`src/rtl/rs_pkg.sv`:
```
package rs_pkg;
  localparam int unsigned RS_WORD_W = 32;
  localparam int unsigned RS_LANES  = 8;
  localparam int unsigned RS_EXT_W  = 8;

  // a programmed count of zero stands for one full word of rotations
  function automatic int unsigned rs_span(input int unsigned cfg, input int unsigned word_w);
    return (cfg == 0) ? word_w : cfg;
  endfunction
endpackage

```
`src/rtl/rs_rotate.sv`:
```
module rs_rotate #(
  parameter int unsigned WORD_W = 32,
  localparam int unsigned AMT_W = $clog2(WORD_W)
) (
  input  logic [WORD_W-1:0] din,
  input  logic [AMT_W-1:0]  amt,
  output logic [WORD_W-1:0] dout
);
  logic [2*WORD_W-1:0] doubled;

  always_comb begin
    doubled = {din, din};
    dout    = doubled[amt +: WORD_W];
  end
endmodule

```
`src/rtl/rs_shift_count.sv`:
```
module rs_shift_count
  import rs_pkg::*;
#(
  parameter int unsigned WORD_W = 32,
  localparam int unsigned CFG_W = $clog2(WORD_W),
  localparam int unsigned CNT_W = CFG_W + 1
) (
  input  logic             clk,
  input  logic             rst_n,
  input  logic             enable,
  input  logic             shift,
  input  logic [CFG_W-1:0] cfg,
  output logic             last
);
  logic [CNT_W-1:0] cnt_q, cnt_d, span;

  always_comb begin
    span = CNT_W'(rs_span(int'(cfg), WORD_W));
    last = (cnt_q == span - CNT_W'(1));
  end

  always_comb begin
    cnt_d = cnt_q;
    if (!enable)    cnt_d = '0;
    else if (shift) cnt_d = last ? '0 : cnt_q + CNT_W'(1);
  end

  always_ff @(posedge clk or negedge rst_n) begin
    if (!rst_n) cnt_q <= '0;
    else        cnt_q <= cnt_d;
  end

  // a low enable restarts the rotation count
  a_r7_count_restart: assert property (@(posedge clk) disable iff (!rst_n)
    !enable |=> (cnt_q == '0));

  // a rotation that is not the last advances the count by one
  a_r4_count_step: assert property (@(posedge clk) disable iff (!rst_n)
    (enable && shift && !last) |=> (cnt_q == $past(cnt_q) + CNT_W'(1)));
endmodule

```
`src/rtl/rs_lane_sel.sv`:
```
module rs_lane_sel #(
  parameter int unsigned WORD_W = 32,
  parameter int unsigned LANES  = 8,
  parameter int unsigned EXT_W  = 8,
  localparam int unsigned SEL_W    = $clog2(WORD_W),
  localparam int unsigned EXT_IW   = $clog2(EXT_W),
  localparam int unsigned EXT_BASE = WORD_W - EXT_W
) (
  input  logic                   clk,
  input  logic                   rst_n,
  input  logic                   shift,
  input  logic                   coupled,
  input  logic [WORD_W-1:0]      word,
  input  logic [EXT_W-1:0]       ext_bus,
  input  logic [LANES*SEL_W-1:0] sel,
  output logic [LANES-1:0]       lane_q
);
  logic [LANES-1:0] lane_d;

  for (genvar i = 0; i < LANES; i++) begin : g_lane
    logic [SEL_W-1:0] idx;
    logic [SEL_W-1:0] ext_off;
    logic             pick;

    always_comb begin
      idx     = sel[i*SEL_W +: SEL_W];
      ext_off = idx - SEL_W'(EXT_BASE);
      if (coupled && (idx >= SEL_W'(EXT_BASE))) pick = ext_bus[ext_off[EXT_IW-1:0]];
      else                                      pick = word[idx];
      lane_d[i] = shift ? pick : lane_q[i];
    end
  end

  always_ff @(posedge clk or negedge rst_n) begin
    if (!rst_n) lane_q <= '0;
    else        lane_q <= lane_d;
  end

  // lanes change only on shift cycles
  a_r8_lane_hold: assert property (@(posedge clk) disable iff (!rst_n)
    !shift |=> $stable(lane_q));
endmodule

```
`src/rtl/rot_serializer.sv`:
```
module rot_serializer
  import rs_pkg::*;
#(
  parameter int unsigned WORD_W = RS_WORD_W,
  parameter int unsigned LANES  = RS_LANES,
  parameter int unsigned EXT_W  = RS_EXT_W,
  localparam int unsigned SEL_W = $clog2(WORD_W)
) (
  input  logic                   clk,
  input  logic                   rst_n,
  input  logic                   enable,
  input  logic                   coupled,
  input  logic [SEL_W-1:0]       shift_amt,
  input  logic [SEL_W-1:0]       shift_cnt,
  input  logic [LANES*SEL_W-1:0] lane_sel,
  input  logic                   in_valid,
  output logic                   in_ready,
  input  logic [WORD_W-1:0]      in_data,
  input  logic [EXT_W-1:0]       ext_bus,
  output logic                   shift_active,
  output logic [LANES-1:0]       lane_out
);
  // reset: asserted at once, released after two clock edges
  logic rst_m, rst_s;
  always_ff @(posedge clk or negedge rst_n) begin
    if (!rst_n) begin
      rst_m <= 1'b0;
      rst_s <= 1'b0;
    end else begin
      rst_m <= 1'b1;
      rst_s <= rst_m;
    end
  end

  logic [WORD_W-1:0] word_q, word_d, rotated;
  logic              full_q, full_d;
  logic              last, take;

  always_comb begin
    shift_active = enable && full_q;
    in_ready     = enable && (!full_q || last);
    take         = in_valid && in_ready;
  end

  always_comb begin
    word_d = word_q;
    full_d = full_q;
    if (take) begin
      word_d = in_data;
      full_d = 1'b1;
    end else if (shift_active) begin
      word_d = rotated;
      if (last) full_d = 1'b0;
    end
  end

  always_ff @(posedge clk or negedge rst_s) begin
    if (!rst_s) begin
      word_q <= '0;
      full_q <= 1'b0;
    end else begin
      word_q <= word_d;
      full_q <= full_d;
    end
  end

  rs_rotate #(.WORD_W(WORD_W)) u_rot (
    .din(word_q), .amt(shift_amt), .dout(rotated)
  );

  rs_shift_count #(.WORD_W(WORD_W)) u_cnt (
    .clk(clk), .rst_n(rst_s), .enable(enable), .shift(shift_active),
    .cfg(shift_cnt), .last(last)
  );

  rs_lane_sel #(.WORD_W(WORD_W), .LANES(LANES), .EXT_W(EXT_W)) u_lanes (
    .clk(clk), .rst_n(rst_s), .shift(shift_active), .coupled(coupled),
    .word(word_q), .ext_bus(ext_bus), .sel(lane_sel), .lane_q(lane_out)
  );

  // an accepted word is what the register holds next
  a_r2_load_word: assert property (@(posedge clk) disable iff (!rst_s)
    (in_valid && in_ready) |=> (word_q == $past(in_data)));

  // with no rotation and no load the register keeps its contents
  a_r6_idle_hold: assert property (@(posedge clk) disable iff (!rst_s)
    (!shift_active && !(in_valid && in_ready)) |=> $stable(word_q));

  // a word offered during the last rotation keeps the register full
  a_r4_no_gap: assert property (@(posedge clk) disable iff (!rst_s)
    (shift_active && last && in_valid) |=> full_q);
endmodule

```
`config.mk`:
```
export PLATFORM = sky130hd
export DESIGN_NAME = rot_serializer
export DESIGN_NICKNAME = d
export VERILOG_FILES = /design/src/rtl/rs_pkg.sv /design/src/rtl/rs_rotate.sv /design/src/rtl/rs_shift_count.sv /design/src/rtl/rs_lane_sel.sv /design/src/rtl/rot_serializer.sv
export SDC_FILE = /design/constraint.sdc
export NUM_CORES = 1
export LEC_CHECK = 0
export BUFFER_PORTS_ARGS = -buffer_cell sky130_fd_sc_hd__buf_4
export CAP_MARGIN = 20
export CORE_MARGIN = 8
export CORE_UTILIZATION = 45
export DETAILED_ROUTE_END_ITERATION = 7
export PLACE_DENSITY = 0.77
export SLEW_MARGIN = 25
export SYNTH_ARGS = -nofsm -noshare
export SYNTH_HDL_FRONTEND = slang
export SYNTH_SLANG_ARGS = --single-unit
```
`constraint.sdc`:
```
create_clock -name clk -period 3 [get_ports clk]
set_input_delay 0.45 -clock clk [delete_from_list [all_inputs] [get_ports clk]]
set_output_delay 0.45 -clock clk [all_outputs]
set_load 0.1 [all_outputs]
```
# Yosys cells after proc, flatten, opt, wreduce, memory -nomap -nowiden
# Index checks and enable logic that the tools add are counted.
# totals
regBits	49
latchBits	0
mem_bits_rw	0
romBits	0
word_cells	109
memories	0
# classes
n_addsub	10
multipliers	0
div_mod_pow	0
magnitude_cmp	24
n_eq_ne	2
shifts	1
n_mux	49
bitwise	0
n_reduce_logical	17
# ops
op	count
$mux W32	2
$shiftx A64 B6 Y32	1
$lt A5 B6 Y1 const B	8
$bmux W1 S5	8
$ge A5 B5 Y1 const B	8
$lt A3 B4 Y1 const B	8
$mux W1	27
$bmux W1 S3	8
$mux W6	4
$sub A3 B1 Y3 const B	8
$logic_and A1 B1 Y1	11
$add A6 B1 Y6 const B	1
$eq A6 B6 Y1	1
$sub A6 B1 Y6 const B	1
$logic_not A5 Y1	1
$reduce_bool A2 Y1	2
$ne A2 B1 Y1 const B	1
$reduce_and A2 Y1	1
$logic_not A1 Y1	1
$logic_or A1 B1 Y1	1

# Logic depth before layout (Yosys ltp)
# Gate-level depths: netlist (run 1).
# logic_depth
ltp_word	9
depth_mapped	9
mapped_depth_nobuf	7

# By module
# Synthesis (run 1) repeated with hierarchy kept, for this count alone.
# unflattened
cells_unflattened	530
hier_area_um2	7131.8
# by_module_without_submodules
mod	n_inst	cells_per_inst	area_per_inst_um2	seq_area_each_um2
rs_lane_sel	1	250	3010.4	200.2
rs_rotate	1	116	1949.4	0.0
rot_serializer	1	114	1695.4	875.8
rs_shift_count	1	50	476.7	150.1

# Least setup slack after synthesis (run 1)
# Ideal clock, no wire load.
# synth_timing
kind	input port to output port
from	input shift_cnt[1]
to	output in_ready
arrival_time_ns	2.816
t_required_ns	2.550
setup_slack_ns	-0.266
path_stages	7
n_path_buf	1
path_cell_list	inv_1 -> ha_1 -> xor3_1 -> or4_4 -> o31ai_4 -> clkbuf_1 -> and2_1
# synth_between
elab_chain_len	6
# synth_rtl
element	line_no	source
from (decl)	rot_serializer.sv:14	input logic [SEL_W-1:0] shift_cnt,
$logic_not A5 Y1	rs_pkg.sv:8	return (cfg == 0) ? word_w : cfg;
$mux W6 *	rs_pkg.sv:8	
$sub A6 B1 Y6 *	rs_shift_count.sv:19	last = (cnt_q == span - CNT_W'(1));
$eq A6 B6 Y1 *	rs_shift_count.sv:19	
$logic_or A1 B1 Y1 *	rot_serializer.sv:41	in_ready = enable && (!full_q || last);
$logic_and A1 B1 Y1 *	rot_serializer.sv:41	
to (decl)	rot_serializer.sv:17	output logic in_ready,
# Every way passes the cells marked *; elsewhere a longest branch is shown, timed or not.

# Worst setup path in the final report (run 1)
# layout_timing
from	register u_cnt.cnt_q[2]
to	output in_ready
# layout_between
elab_chain_len	3
# layout_rtl
element	line_no	source
from (decl)	rs_shift_count.sv:15	logic [CNT_W-1:0] cnt_q, cnt_d, span;
from (signal assigned)	rs_shift_count.sv:30	else cnt_q <= cnt_d;
$eq A6 B6 Y1	rs_shift_count.sv:19	
$logic_or A1 B1 Y1	rot_serializer.sv:41	
$logic_and A1 B1 Y1	rot_serializer.sv:41	
# No other way between the ends.

==> results.txt, run 1 <==
The run finished with clean final reports. The time the worst path needs with I/O delays and setup is 2760 ps. The portion of synthesized cell area occupied by the leading cell type came out at 0.371.

The first detailed-routing pass ran for 5 iterations. For this run, the top clock speed supported by timing is 363 MHz. The number of buffers inserted during clock tree synthesis came out at 5.

For this run, the register share of the synthesized area comes to 0.173. Wire segments on met3 add up to 3070 um in the final route. The launching element of the worst setup path is u_cnt.cnt_q[2]$_DFFE_PN0P_. Port buffering added 104 buffers. The count of flip-flops with a built-in enable after synthesis came out at 0. The combinational share of power is 0.552. The static leakage power is 2.93 nW. The slew at the pin closest to its max-slew limit came out at 902 ps. The final layout contains routed wiring with a total length of 25200 um. The area of the core is 15700 um2. Summed over all instances, the cell type with the most area after synthesis is sky130_fd_sc_hd__mux4_2. The initial antenna violation count is 0. The design draws 0.00567 W. The internal power contribution came out at 0.00286 W.

The post-detailed-route count of antenna-violating nets came out at 0. The die covers 20000 um2. Walking the worst path, the cells encountered are xor3_1, or4_4, o31ai_4, and2_2, buf_4.

The average detailed-routed wire length per instance came out at 27.6 um. The number of global-route vias before repair is 6872. After detailed routing, the met2 layer carries 11900 um of wire.

The number of setup buffers added after CTS came out at 0. The critical register-to-register path startpoint is u_cnt.cnt_q[2]$_DFFE_PN0P_. When the netlist entered floorplanning its net count stood at 756. STA classifies the critical path startpoint as a flop. In this run, post-CTS repair resized a total of 0 instances. Dividing total power by cell area gives a power density of 702 nW/um2. A synthesized cell averages 10.8 um2.

For this run, the leading register cell type out of synthesis is sky130_fd_sc_hd__dfrtp_1. Setup repair after global routing left no endpoint under its margin. The antenna diode count came out at 0. The area of the multi-input gates came out at 5450 um2. The share of total power in sequential cells came out at 0.337. The post-detailed-route DRC marker count is 0. The register area came out at 1230 um2.

The clock tree from TritonCTS is yes. STA classifies the critical path endpoint as an output port. The highest metal layer with signal wires is met4. The area added between synthesis and finish came out at 13.8%. The met1 wire length came out at 8900 um.

After clock tree synthesis, the clock-pin slew on the worst setup and hold paths is 90 ps. The die span in y came out at 142 um. The final setup violation count came out at 0. The utilization after layout came out at 0.516.

The synthesized netlist contains 53 unique library cells. The deepest clock path buffer count is 2. The count of final hold-check violations was 0. The H-tree depth is 2. The die outline width came out at 142 um. The sum of net half-perimeters after detailed placement came out at 17500 um. For this configuration, the core starts out at a cell density of 0.453. The net total in the final layout came out at 791. The data arrival time at the worst-slack endpoint is 2310 ps. After global routing the overflow that remains totals 0.

The flop and latch count out of synthesis came out at 49. The combined global-route utilization of all metal layers is 0.248. The total number of yosys warnings is 0.

The clock share of power is 0.111. In the layout the commonest cells are sky130_fd_sc_hd__buf_4 (120), sky130_fd_sc_hd__mux4_2 (117), sky130_fd_sc_hd__mux2i_1 (58), sky130_fd_sc_hd__dfrtp_1 (48), sky130_fd_sc_hd__a22oi_1 (41). The clock tree skew after final layout came out at 14.8 ps. On the worst path, the slowest cell contributes a delay of 460 ps. Of the available clock period, the critical path in the final layout requires 0.919. The number of filler cells placed in the layout is 1386. By area the synthesized netlist is led by sky130_fd_sc_hd__mux4_2 (37%), sky130_fd_sc_hd__dfrtp_1 (17%), sky130_fd_sc_hd__mux2i_1 (8.2%).

The TritonCTS sink count is 49. The worst hold path belongs to the class reg -> async. The commonest non-fill, non-tap cell in the layout is sky130_fd_sc_hd__buf_4. The total via count after detailed routing came out at 6740. Of all nets on the critical path, the largest fanout is 5. The later pin in the worst-skew pair is clocked with a latency of 320 ps.

The net load switching power is 0.00281 W. Counting both buffers and inverters, the worst setup path holds a total of 1. The fraction of layout instances using a drive strength above 1 came out at 0.383. The slowest stage of the critical path is the sky130_fd_sc_hd__or4_4 cell. After synthesis, the share of flip-flops with an asynchronous set or reset is 1.00. Across the VDD grid, the largest voltage drop is 0.000288 V. The pin count of the biggest net entering global routing came out at 48. Data on the critical path is required at its endpoint by 2550 ps. The netlist area before placement is 7100 um2. The total negative slack for setup checks came out at 0 ps. The top-level I/O count came out at 105. The number of DRC markers in iteration 0 is 872.

The wire length of the first global-routing pass is 38800 um. The floorplan has 46 rows. The routability congestion estimate from global placement came out at 0.990. The number of standard cells after synthesis came out at 659. The count of pins over their slew limit came out at 0. The kind of cell with the highest combined delay on the critical path is simple AND/OR/NAND/NOR gates. The startpoint-to-endpoint class of the critical path is reg -> out.

The max-slew headroom at the worst pin came out at 0.399. The number of max-cap violations came out at 0. The tree is rooted in a sky130_fd_sc_hd__clkbuf_16. The detailed-route vias per instance came out at 7.40. Of the total power, the share spent switching nets is 0.496.
==> power groups by stage <==
| stage | sequential [W] | combinational [W] | clock, W |
|---|---|---|---|
| finish | 0.00191 | 0.00313 | 0.000630 |
| CTS | 0.00180 | 0.00309 | 0.000644 |
| detailed placement | 0.00182 | 0.00307 | 0 |
| global placement | 0.00177 | 0.00296 | 0 |
| global route | 0.00187 | 0.00331 | 0.000665 |
| floorplan | 0.00131 | 0.00251 | 0 |
==> timing repair <==
| item | in CTS | in global routing |
|---|---|---|
| endpoints found under the setup margin | 0 | 0 |
| hold buffers | 1 | 0 |
| hold endpoints to repair | 2 | 0 |
==> per-layer routing <==
metal / track usage / vias to the layer above
met5: 0 / -
li1: - / 2771
met1: 0.300 / 3301
met2: 0.406 / 542
met4: 0.123 / 0
met3: 0.0635 / 126
==> stage by stage <==
step | std cells | setup slack, ps | cell area [um2] | hold slack [ps]
4_1_cts | 911 | 235 | 8080 | 355
6_report | 911 | 242 | 8080 | 351
2_1_floorplan | 659 | 13.0 | 7100 | 154
3_5_place_dp | 902 | 240 | 7910 | 235
5_1_grt | 911 | 171 | 8080 | 370
3_3_place_gp | 902 | 337 | 7900 | 235
==> path summary, 6_finish.rpt <==
| kind | slack [ps] | depth (start not counted) | end |
|---|---|---|---|
| max | 240 | 5 | in_ready |
| min reg2reg | 350 | 0 | u_lanes.lane_q[5]$_DFFE_PN0P_ |
| max in group asynchronous | 2190 | 0 | word_q[10]$_DFFE_PN0P_ |
| min in group clk | 360 | 0 | rst_s$_DFF_PN0_ |
| min | 350 | 0 | u_lanes.lane_q[5]$_DFFE_PN0P_ |
| max reg2reg | 500 | 6 | word_q[26]$_DFFE_PN0P_ |
==> worst register-to-register path, delay by kind of cell, from the launching register on <==
kind	cells	cell delay (ps)
xor+xnor	1	430
compound gates	3	760
simple gates	1	460
flops	1	440
buf+inv	1	280
==> registers in the layout, indices dropped and copies added, names as in the netlist <==
signal / flops
word_q: 32
full_q: 1
u_lanes.lane_q: 8
u_cnt.cnt_q: 6
rst_s: 1
rst_m: 1
==> synth_stat cells, types with 2 or more instances <==
library cell / count
sky130_fd_sc_hd__a21oi_1: 27
sky130_fd_sc_hd__buf_4: 2
sky130_fd_sc_hd__a22oi_1: 41
sky130_fd_sc_hd__o31ai_1: 23
sky130_fd_sc_hd__a22o_1: 8
sky130_fd_sc_hd__and2_1: 10
sky130_fd_sc_hd__o22a_1: 3
sky130_fd_sc_hd__a221o_1: 6
sky130_fd_sc_hd__dfrtp_1: 49
sky130_fd_sc_hd__inv_1: 9
sky130_fd_sc_hd__and3_1: 3
sky130_fd_sc_hd__nor3_1: 10
sky130_fd_sc_hd__nand3_1: 32
sky130_fd_sc_hd__nor3b_1: 9
sky130_fd_sc_hd__mux2_2: 15
sky130_fd_sc_hd__o2111ai_1: 4
sky130_fd_sc_hd__mux2i_1: 58
sky130_fd_sc_hd__o211ai_1: 6
sky130_fd_sc_hd__xnor2_1: 7
sky130_fd_sc_hd__a21o_1: 2
sky130_fd_sc_hd__nand2_1: 13
sky130_fd_sc_hd__clkbuf_1: 66
sky130_fd_sc_hd__mux4_2: 117
sky130_fd_sc_hd__a2111oi_0: 3
sky130_fd_sc_hd__a311oi_1: 7
sky130_fd_sc_hd__buf_1: 9
sky130_fd_sc_hd__buf_2: 16
sky130_fd_sc_hd__o21ai_0: 11
sky130_fd_sc_hd__o22ai_1: 6
sky130_fd_sc_hd__a211o_1: 2
sky130_fd_sc_hd__ha_1: 2
sky130_fd_sc_hd__o41ai_1: 3
sky130_fd_sc_hd__nand3b_1: 6
sky130_fd_sc_hd__o311ai_0: 5
sky130_fd_sc_hd__nor2b_1: 14
sky130_fd_sc_hd__mux2_1: 2
sky130_fd_sc_hd__nor2_1: 37
==> layout make-up <==
type / instances / area share
Clock inverter: 3 / 0.00418
Sequential cell: 49 / 0.152
Clock buffer: 5 / 0.0155
Multi-Input combinational cell: 506 / 0.675
Timing Repair Buffer: 122 / 0.115
Tap cell: 216 / 0.0335
Inverter: 10 / 0.00465
==> logic make-up after synthesis <==
logic type      Yosys count  synth area share
buf+inv                 104            0.0599
xor+xnor                  9            0.0132
fa+ha+maj                 2           0.00352
mux                     192             0.480
compound gates          164             0.170
flops                    49             0.173
other cells               1          0.000528
simple gates            138             0.100
Power figures use the tool's default switching activity.
==> run 2, diff against run 1 <==
- RECOVER_POWER: not set -> 100
==> run 2 against run 1 <==
The run now ends with capacitance limit, slew limit left. Final cell count is the same. Flip-flop and latch count unchanged. Critical path depth stayed put. Largest power group unchanged. Utilization shrank 0.39 points. Count of clock-buffer cells in the layout stayed put. Highest routed layer unchanged. Power decreased by 1.1%. Clock skew barely moved. Sequential share of layout area increased by 0.070 points. Largest cell class unchanged. Design area is 0.76% lower. Register-to-register slack worse by 250 ps. Combinational power is 2% lower.
==> results.txt, run 2 (synthesis results as in run 1) <==
The total negative slack for setup checks is 0 ps (unchanged). The maximum fanout along the worst path came to 5 (unchanged). The number of buffers inserted during clock tree synthesis came out at 5 (unchanged). The worst setup slack after layout was 187 ps (-54.5 ps). The number of port buffers came out at 104 (unchanged).

The area added between synthesis and finish came out at 12.9%. The combinational share of power came to 0.549 (-0.003). The deepest clock path buffer count came out at 2 (unchanged).

More flip-flops sit in one register than any other, and that register is word_q. The clock tree skew after final layout is 14.5 ps (-0.260 ps). The average detailed-routed wire length per instance came out at 27.4 um (-0.79%). STA classifies the critical path endpoint as an output port. The tightest min-delay check is of the reg -> reg type.

The TritonCTS sink count is 49 (unchanged). The library cells used most frequently in the layout, excluding fill and tap cells, are sky130_fd_sc_hd__mux4_2 (117), sky130_fd_sc_hd__buf_4 (105), sky130_fd_sc_hd__mux2i_1 (58), sky130_fd_sc_hd__dfrtp_1 (49), sky130_fd_sc_hd__a22oi_1 (41). The internal power contribution is 0.00281 W (-1.6%). The wire length of the first global-routing pass was 38800 um (unchanged). The total via count after detailed routing was 6723 (-0.25%). The flow ran to the end, but the final reports show violations. The data arrival time at the worst-slack endpoint is 2360 ps (+50 ps). The max-slew headroom at the worst pin is -0.349 (-0.748).

The number of filler cells placed in the layout is 1406 (+1.4%). The final wirelength is 25000 um (-0.79%). The cell depth of the worst hold path is 0. The clock transition at the register clock pins on the worst setup and hold paths after CTS came out at 70 ps (-20 ps). The fraction of layout instances using a drive strength above 1 came to 0.361 (-0.0216). The H-tree depth is 2 (unchanged). The top-level I/O count is 105 (unchanged). The final period utilization was 0.938 (+0.0182).

The sum of net half-perimeters after detailed placement came out at 17500 um (unchanged). The initial antenna violation count was 0 (unchanged). Setup repair after global routing left no endpoint under its margin. The final reports fail on capacitance limit, slew limit. The smallest hold slack is 356 ps (+4.87 ps). The power per unit of standard cell area is 699 nW/um2 (-0.38%). The endpoint required time on the critical path came out at 2550 ps (about the same). The area of the multi-input gates came to 5440 um2 (about the same). The number of global-route vias before repair is 6872 (unchanged).

The die outline width came to 142 um (unchanged). The number of standard-cell rows in the floorplan is 46 (unchanged). The number of setup buffers added after CTS came out at 0 (unchanged). The slew at the pin closest to its max-slew limit was 2020 ps (+1120 ps).

The net load switching power is 0.00279 W (-0.70%). The share of total power in sequential cells is 0.339 (+0.002). The worst reg-to-reg path cell count came out at 6 (unchanged).

The peak supply drop is 0.000289 V (+0.40%). The net total in the final layout is 791 (unchanged). The die span in y is 142 um (unchanged). In the final layout, the registers with the most flip-flops are word_q: 32 flops, u_lanes.lane_q: 8 flops, u_cnt.cnt_q: 6 flops. The number of DRC markers in iteration 0 is 937 (+7.5%). The time the worst path needs with I/O delays and setup came to 2810 ps (+54.5 ps).

The flip-flop count of the largest register after layout is 32 (unchanged). The delay contributed by the slowest stage of the critical path is 500 ps (+40 ps). Leaving out fill and tap cells, the most frequent cell in the layout is sky130_fd_sc_hd__mux4_2.

The minimum setup slack after placement was 240 ps (unchanged). The post-detailed-route count of antenna-violating nets came to 0 (unchanged). The combined global-route utilization of all metal layers is 0.248 (unchanged). CTS placed an instance of sky130_fd_sc_hd__clkbuf_16 at the clock tree root.

The switching portion of total power came out at 0.498 (+0.00222). The kind of start point of the critical path is a flop. The number of detailed-route iterations in the first pass is 5 (unchanged). Walking the worst path, the cells encountered are xor3_1, or4_1, o31ai_4, and2_2, buf_4. The pin count of the biggest net entering global routing is 48 (unchanged).

The count of final hold-check violations came to 0 (unchanged). The master of the slowest instance on the critical path is sky130_fd_sc_hd__or4_1. The area of the core came out at 15700 um2 (unchanged).

TritonCTS built the clock tree. The clock network latency to the later pin of the worst-skew pair came out at 320 ps (about the same). The full die area is 20000 um2 (unchanged).

The slack of the worst reg-to-reg path came out at 250 ps (-250 ps). The clock share of power is 0.112 (about the same). The detailed-route vias per instance came out at 7.38 (-0.25%). The starting utilization of the core area came out at 0.453 (unchanged). The critical path is of the reg -> out type. The post-detailed-route DRC marker count came to 0 (unchanged). The final setup violation count was 0 (unchanged). The register area is 1230 um2 (-0.30%). The antenna diode count came out at 0 (unchanged). The peak clock frequency supported by timing came out at 356 MHz (-1.9%).

The routability congestion estimate from global placement is 0.990 (unchanged). The number of max-cap violations is 1 (+1). The count of pins over their slew limit came out at 48 (+48). The leftover overflow at the end of global routing came to 0 (unchanged). The static leakage power is 2.88 nW (-1.7%).
-- run 2: timing repair --
item / in CTS / in global routing
hold endpoints to repair: 2 / 0
hold buffers: 1 / 0
gates resized for setup: 0 / 0
-- run 2: area by class of cell --
cell class	count	area share
multi-input cells	506	0.679
flip-flops and latches	49	0.153
repair buffers	122	0.109
well taps	216	0.0337
clock buffers	5	0.0156
inverters	10	0.00468
clock inverters	3	0.00422
-- run 2: metrics by stage --
step	std cells	util	cell area [um2]	power [W]
floorplan	659	-	7100	0.00382
global placement	902	0.505	7900	0.00474
detailed placement	902	0.505	7910	0.00489
CTS	911	0.516	8080	0.00553
global route	911	0.512	8010	0.00580
finish	911	0.512	8010	0.00560
-- run 2: final timing paths --
check | start | end
max reg2reg | u_cnt.cnt_q[2]$_DFFE_PN0P_ | word_q[15]$_DFFE_PN0P_
min reg2reg | rst_m$_DFF_PN0_ | rst_s$_DFF_PN0_
max | u_cnt.cnt_q[2]$_DFFE_PN0P_ | in_ready
min | rst_m$_DFF_PN0_ | rst_s$_DFF_PN0_
max in group asynchronous | rst_s$_DFF_PN0_ | word_q[10]$_DFFE_PN0P_
min in group asynchronous | rst_n | rst_m$_DFF_PN0_
-- run 2: power groups by stage --
| stage | registers, W | clock network (W) | logic, W |
|---|---|---|---|
| 3_5_place_dp | 0.00182 | 0 | 0.00307 |
| 2_1_floorplan | 0.00131 | 0 | 0.00251 |
| 3_3_place_gp | 0.00177 | 0 | 0.00296 |
| 5_1_grt | 0.00187 | 0.000665 | 0.00326 |
| 6_report | 0.00190 | 0.000630 | 0.00308 |
| 4_1_cts | 0.00180 | 0.000644 | 0.00309 |
-- run 2: critical path, delay by kind of cell, from the launching register on --
family	cells	cell delay (ps)
flip-flops	1	450
AND/OR/NAND/NOR	2	670
XOR/XNOR	1	420
AO/OA/AOI/OAI	1	230
buffers and inverters	1	280
-- run 2: routing by layer --
metal  part of all wire  track usage  vias to the layer above  wire (um)
li1                   -            -                     2772          -
met1               0.35        0.300                     3262       8790
met2               0.47        0.406                      567      11700
met3               0.13       0.0635                      122       3160
met4              0.053        0.123                        0       1320
met5                  0            0                        -          0
